--- config.mk ---
export PLATFORM = sky130hd
export DESIGN_NAME = branch_unit
export DESIGN_NICKNAME = d
export VERILOG_FILES = /design/src/rtl/branch_unit_pkg.sv /design/src/rtl/branch_cond_ctrl.sv /design/src/rtl/branch_target_dp.sv /design/src/rtl/branch_unit.sv
export SDC_FILE = /design/constraint.sdc
export NUM_CORES = 1
export LEC_CHECK = 0
export BUFFER_PORTS_ARGS = -buffer_cell sky130_fd_sc_hd__buf_2
export CAP_MARGIN = 10
export CORE_MARGIN = 4
export CORE_UTILIZATION = 52
export DETAILED_ROUTE_END_ITERATION = 16
export PLACE_DENSITY_LB_ADDON = 0.12
export SYNTH_ARGS = -nofsm -noshare
export SYNTH_HDL_FRONTEND = slang
export SYNTH_HIERARCHICAL = 1
export SYNTH_SLANG_ARGS = --single-unit
--- constraint.sdc ---
create_clock -name clk -period 4.6 [get_ports clk]
set_input_delay 0.46 -clock clk [delete_from_list [all_inputs] [get_ports clk]]
set_output_delay 0.46 -clock clk [all_outputs]
set_load 0.03 [all_outputs]
--- src/rtl/branch_unit_pkg.sv ---
package branch_unit_pkg;

  localparam int OP_W = 8;

  // Low five opcode bits shared by every member of the branch group.
  localparam logic [4:0] GROUP_CODE = 5'b10000;

  // Flag chosen by opcode bits 7..6.
  typedef enum logic [1:0] {
    FSEL_NEG   = 2'b00,
    FSEL_OVF   = 2'b01,
    FSEL_CARRY = 2'b10,
    FSEL_ZERO  = 2'b11
  } flagSel_e;

  // Strobes handed from the decision logic to the datapath.
  typedef struct packed {
    logic isBranch;
    logic takeBranch;
  } brStrobe_t;

endpackage

--- src/rtl/branch_cond_ctrl.sv ---
module branch_cond_ctrl
  import branch_unit_pkg::*;
(
  input  logic            clk,
  input  logic            rstN,
  input  logic [OP_W-1:0] opcode,
  input  logic            flagN,
  input  logic            flagV,
  input  logic            flagC,
  input  logic            flagZ,
  output brStrobe_t       strobes
);

  localparam int NUM_FLAGS = 4;

  logic [NUM_FLAGS-1:0] flagVec;
  logic [NUM_FLAGS-1:0] condHit;
  logic                 inGroup;
  logic                 wantSet;

  // The index order follows the selector code in opcode bits 7..6.
  assign flagVec = {flagZ, flagC, flagV, flagN};
  assign inGroup = (opcode[4:0] == GROUP_CODE);
  assign wantSet = opcode[5];

  // Each flag gets a comparator that fires only when its selector is active.
  for (genvar i = 0; i < NUM_FLAGS; i++) begin : g_cond
    assign condHit[i] = (opcode[7:6] == 2'(i)) && (flagVec[i] == wantSet);
  end

  always_comb begin
    strobes            = '0;
    strobes.isBranch   = inGroup;
    strobes.takeBranch = inGroup && (|condHit);
  end

  // a take strobe is never raised for an opcode outside the group.
  p_take_in_group_r4: assert property (@(posedge clk) disable iff (!rstN)
    strobes.takeBranch |-> (opcode[4:0] == GROUP_CODE));

  // the zero-flag branches follow the zero flag against opcode bit 5.
  p_zero_cond_r3: assert property (@(posedge clk) disable iff (!rstN)
    (strobes.isBranch && (opcode[7:6] == FSEL_ZERO)) |->
      (strobes.takeBranch == (flagZ == opcode[5])));

  // the carry-flag branches follow the carry flag.
  p_carry_cond_r3: assert property (@(posedge clk) disable iff (!rstN)
    (strobes.isBranch && (opcode[7:6] == FSEL_CARRY)) |->
      (strobes.takeBranch == (flagC == opcode[5])));

endmodule

--- src/rtl/branch_target_dp.sv ---
module branch_target_dp
  import branch_unit_pkg::*;
#(
  parameter int ADDR_W = 16,
  parameter int DISP_W = 8
) (
  input  logic              clk,
  input  logic              rstN,
  input  brStrobe_t         strobes,
  input  logic [DISP_W-1:0] disp,
  input  logic [ADDR_W-1:0] seqPc,
  output logic              isBranch,
  output logic              taken,
  output logic [ADDR_W-1:0] nextPc
);

  localparam int EXT_W = ADDR_W - DISP_W;

  logic [ADDR_W-1:0] dispExt;
  logic [ADDR_W-1:0] targetPc;
  logic [ADDR_W-1:0] pcSel;

  // Sign extension, with a plain copy when the widths are equal.
  if (EXT_W > 0) begin : g_sext
    assign dispExt = {{EXT_W{disp[DISP_W-1]}}, disp};
  end else begin : g_nosext
    assign dispExt = disp[ADDR_W-1:0];
  end

  // The sum wraps naturally at ADDR_W bits.
  assign targetPc = seqPc + dispExt;
  assign pcSel    = strobes.takeBranch ? targetPc : seqPc;

  always_ff @(posedge clk) begin
    if (!rstN) begin
      isBranch <= 1'b0;
      taken    <= 1'b0;
      nextPc   <= '0;
    end else begin
      isBranch <= strobes.isBranch;
      taken    <= strobes.takeBranch;
      nextPc   <= pcSel;
    end
  end

  // a strobe that does not take the branch leads to the sequential address one cycle later.
  p_fallthrough_r6: assert property (@(posedge clk) disable iff (!rstN)
    !strobes.takeBranch |=> (nextPc == $past(seqPc)));

  // a taken strobe leads to the displaced address one cycle later.
  p_target_r5: assert property (@(posedge clk) disable iff (!rstN)
    strobes.takeBranch |=> (nextPc == ADDR_W'($past(seqPc) + $past(dispExt))));

  // the registered outputs never show taken without branch.
  p_taken_branch_r4: assert property (@(posedge clk) disable iff (!rstN)
    taken |-> isBranch);

  // the registered branch flag follows the strobe with one cycle of latency.
  p_latency_r8: assert property (@(posedge clk) disable iff (!rstN)
    strobes.isBranch |=> isBranch);

endmodule

--- src/rtl/branch_unit.sv ---
module branch_unit
  import branch_unit_pkg::*;
#(
  parameter int ADDR_W = 16,
  parameter int DISP_W = 8
) (
  input  logic              clk,
  input  logic              rstN,
  input  logic [OP_W-1:0]   opcode,
  input  logic [DISP_W-1:0] disp,
  input  logic              flagN,
  input  logic              flagV,
  input  logic              flagC,
  input  logic              flagZ,
  input  logic [ADDR_W-1:0] seqPc,
  output logic              isBranch,
  output logic              taken,
  output logic [ADDR_W-1:0] nextPc
);

  brStrobe_t strobes;

  branch_cond_ctrl ctrl_i (
    .clk     (clk),
    .rstN    (rstN),
    .opcode  (opcode),
    .flagN   (flagN),
    .flagV   (flagV),
    .flagC   (flagC),
    .flagZ   (flagZ),
    .strobes (strobes)
  );

  branch_target_dp #(
    .ADDR_W (ADDR_W),
    .DISP_W (DISP_W)
  ) dp_i (
    .clk      (clk),
    .rstN     (rstN),
    .strobes  (strobes),
    .disp     (disp),
    .seqPc    (seqPc),
    .isBranch (isBranch),
    .taken    (taken),
    .nextPc   (nextPc)
  );

  // all outputs are held at zero one cycle into reset.
  p_reset_clear_r1: assert property (@(posedge clk)
    !rstN |=> (!isBranch && !taken && (nextPc == '0)));

endmodule

# --- After elaboration in Yosys (flattened, before gate mapping) ---
# Index checks and enable logic that the tools add are counted.
op_classes:
  n_bitwise: 0
  add_sub_neg: 1
  div: 0
  n_mux: 1
  n_eq_ne: 8
  multipliers: 0
  shifts: 0
  reduce_logical: 7
  n_lt_le_gt_ge: 0
ops:
  columns: ["operator", "n"]
  rows:
  - ["16-bit adder", 1]
  - ["16-bit 2-to-1 mux", 1]
  - ["5-bit == test (second input constant)", 1]
  - ["1-bit logical AND", 5]
  - ["1-bit == test", 4]
  - ["2-bit == test (second input constant)", 2]
  - ["4-bit OR reduction", 1]
  - ["2-bit by 1-bit == test with 1-bit output (second input constant)", 1]
  - ["2-bit logical NOT", 1]
totals:
  ff_bits: 18
  word_cells: 20
  ram_bits: 0
  mem_count: 0
  mem_bits_ro: 0
  output_inout_bits: 18
  latchBits: 0
  inputBits: 38

# --- Logic depth before layout (Yosys ltp) ---
logic_depth:
  word_depth: 5
  ltp_mapped: 8
  ltp_nobuf: 8

# --- By module ---
# The synthesis kept the hierarchy.
by_module_without_submodules:
  columns: ["mod", "area_each_um2", "seq_area_each_um2", "n_inst", "cells_per_inst"]
  rows:
  - ["branch_target_dp", 1320.0, 360.3, 1, 156]
  - ["branch_cond_ctrl", 57.6, 0.0, 1, 6]

# --- Worst setup path after synthesis ---
# OpenSTA, ideal clock, no wires.
synth_timing:
  path_type: "input to register"
  start: "input port disp[0]"
  end: "register dp_i.nextPc[12]"
  n_path_buf: 0
  t_arrival_ns: 2.246
  setup_slack_ns: 2.231
  setup_ns: 0.123
  path_stages: 8
  t_required_ns: 4.477
  cell_sequence: "ha_1 -> fa_1 -> a21o_1 -> a221oi_2 -> o21ai_1 -> a221oi_1 -> xor2_1 -> o21ai_0"
synth_via:
  elab_chain_cells: 2
synth_lines:
  columns: ["element", "line_no", "text"]
  rows:
  - ["from (decl)", "branch_unit.sv:10", "input logic [DISP_W-1:0] disp,"]
  - ["16-bit adder", "branch_target_dp.sv:31", "assign targetPc = seqPc + dispExt;"]
  - ["16-bit 2-to-1 mux", "branch_target_dp.sv:32", "assign pcSel = strobes.takeBranch ? targetPc : seqPc;"]
  - ["to (signal assigned)", "branch_target_dp.sv:42", "nextPc <= pcSel;"]
  - ["to (decl)", "branch_target_dp.sv:14", "output logic [ADDR_W-1:0] nextPc"]
# No other way between the ends.
# A chain may end at the register's enable or synchronous reset.

==> results.ini <==
[synthesis]
syn_inst=162
avgSynthCellArea_sq_um=8.50
syn_nets=216
synth_common_cells=dfxtp_1 (18), ha_1 (15), nor2_1 (13)
yosys-top-cells-area=dfxtp_1 (26%), ha_1 (14%), xnor2_1 (5.1%)
netlist_area_sq_um=1380
synth_ff_type=dfxtp_1
synth_cell_type_count=44
ys_ff_latch=18
synth_warnings=6
synth_edf_count=0
synth_top_area_frac=0.262
yosysSeqAreaShare=0.262
yosysMostFrequentCell=dfxtp_1
synth_top_area_cell=dfxtp_1
async_reset_ff_frac=0

[layout]
design_area_sq_um=1700
drive_above_1_share=0.301
nets=271
syn_to_final_growth_pct=23.7
diodes=0
n_fill_cell=215

[clock_network]
post_cts_buffers=0
cts_hold_buf=0
ctsResizeCount=0
cts_sinks=18
tritoncts=yes
htreeDepth=1
ctsLongestPathBuffers=2
cts_root_buf=clkbuf_4
clk_pin_slew_ns=0.11
cts_buffers=3

[global_routing]
busiest_layer=met2
grt_pass1_wl_mm=5.40
grt_pass1_vias=1311
grtUsageTotal=0.194
gr-usage-met2=0.342
use_met1=0.239
met3_usage=0.0458
antenna_found_initial=0
grt_remaining_overflow=0
grt_max_degree=22

[placement]
place_congestion=0.912
io_buffers=55
dp_slack_ns=1.86
dp_hpwl_mm=2.71
placed_cell_area_sq_um=1670

[timing]
fin_crit_sh=0.532
relSlewSlack=0.450
min_period_ns=2.45
worstMarginPinSlew_ns=0.825
slew_violations=0
hold_viol_final=0
clock.fmax_ghz=0.409
grt_setup_unrepaired=no
setup_viol=0
setup_tns_ns=0
finalWorstSetupSlack_ns=2.15

[pwr]
peakVddDrop_mv=0.231
power.total_mw=0.418
power_density_nw_per_um2=245
p_leak_nw=0.824

[floorplanning]
io_pins=56
initial_core_util=0.551
core_sq_um=2500
dieArea_sq_um=3540
die_x_microns=59.5
rows=18
die_h_microns=59.5

[critical_path]
crit_fanout=21
cp.required_ns=4.82
arrival_ns=2.66
crit_path_end_kind=flip-flop
criticalPathCategory=input port to flip-flop
critPathLaunchType=input port

[drt]
vias=1398
viasPerCell=5.68
drtIter0Drc=35
drtPass1Iterations=4
antenna_left=0
wl_mm=3.37
wl_per_cell_microns=13.7
route.detailed.drc=0

[run_status]
status=completed

[job]
drv_cap=0

[hold_path]
worstHoldPathType=input port to flip-flop

[stage by stage]
| stage | hold WS [ns] | std cells | util |
|---|---|---|---|
| 2_1_floorplan | 0.569 | 162 | - |
| 3_3_place_gp | 0.701 | 242 | 0.667 |
| 3_5_place_dp | 0.694 | 242 | 0.667 |
| 4_1_cts | 0.385 | 246 | 0.682 |
| 5_1_grt | 0.388 | 246 | 0.682 |
| 6_report | 0.389 | 246 | 0.682 |
[sequential cells by signal (all words and copies together), names as in the netlist]
register,cells
dp_i/isBranch,1
dp_i/nextPc,16
dp_i/taken,1
[layer usage]
| metal | vias up | routed length [microns] |
|---|---|---|
| met5 | - | 0 |
| met4 | 0 | 27 |
| met3 | 5 | 269 |
| met2 | 46 | 1560 |
| met1 | 631 | 1510 |
| li1 | 716 | - |
[cells in the final DEF, fill, tap and decap left out, types with 2 or more instances in the layout]
cell type	n
mux2i_1	6
o211ai_1	2
xor2_1	2
or2_2	2
a31o_2	2
a211oi_1	2
nand3b_1	2
xnor2_1	8
nand4_1	4
buf_2	55
o21ai_0	11
or3_1	3
nand3_1	7
nand2b_1	3
a21oi_1	11
and3_1	3
clkbuf_4	3
a31oi_1	2
nand2_1	7
nor2_1	13
inv_1	4
dfxtp_1	18
ha_1	15
and2_1	2
a21o_1	7
nor3_1	3
[critical path: stages]
cell	delay, ns
buf_2	0.09
mux4_2	0.49
xnor2_1	0.13
and2_1	0.68
nor3b_1	0.25
o21ai_0	0.15
a31o_2	0.28
a21oi_1	0.13
[layout make-up]
cell class	instances	area, sq um	area share
clock buffers	4	36.3	0.0213
inverters	5	18.8	0.0110
multi-input cells	134	976	0.573
flip-flops and latches	18	360	0.211
well taps	30	37.5	0.0220
repair buffers	55	275	0.162
[report_power, final]
group | internal [mW] | switching (mW)
Clock | 0.0481 | 0.0484
Combinational | 0.0666 | 0.0893
Sequential | 0.164 | 0.00171
Total | 0.279 | 0.139
[kinds of logic (layout without fill, tap and decap cells)]
logic type / count (synthesis) / in the layout / share of synthesized area
simple gates: 54 / 54 / 0.207
compound gates: 47 / 47 / 0.227
flops: 18 / 18 / 0.262
fa+ha+maj: 16 / 16 / 0.151
xor+xnor: 10 / 10 / 0.0636
buf+inv: 10 / 64 / 0.0300
mux: 7 / 7 / 0.0599
[final timing paths]
check / from / endpoint / slack, ns / depth (start not counted)
worst max-delay path: opcode[6] / dp_i/nextPc[15] / 2.15 / 8
worst min-delay path: seqPc[12] / dp_i/nextPc[12] / 0.39 / 3
Power figures use the tool's default switching activity.
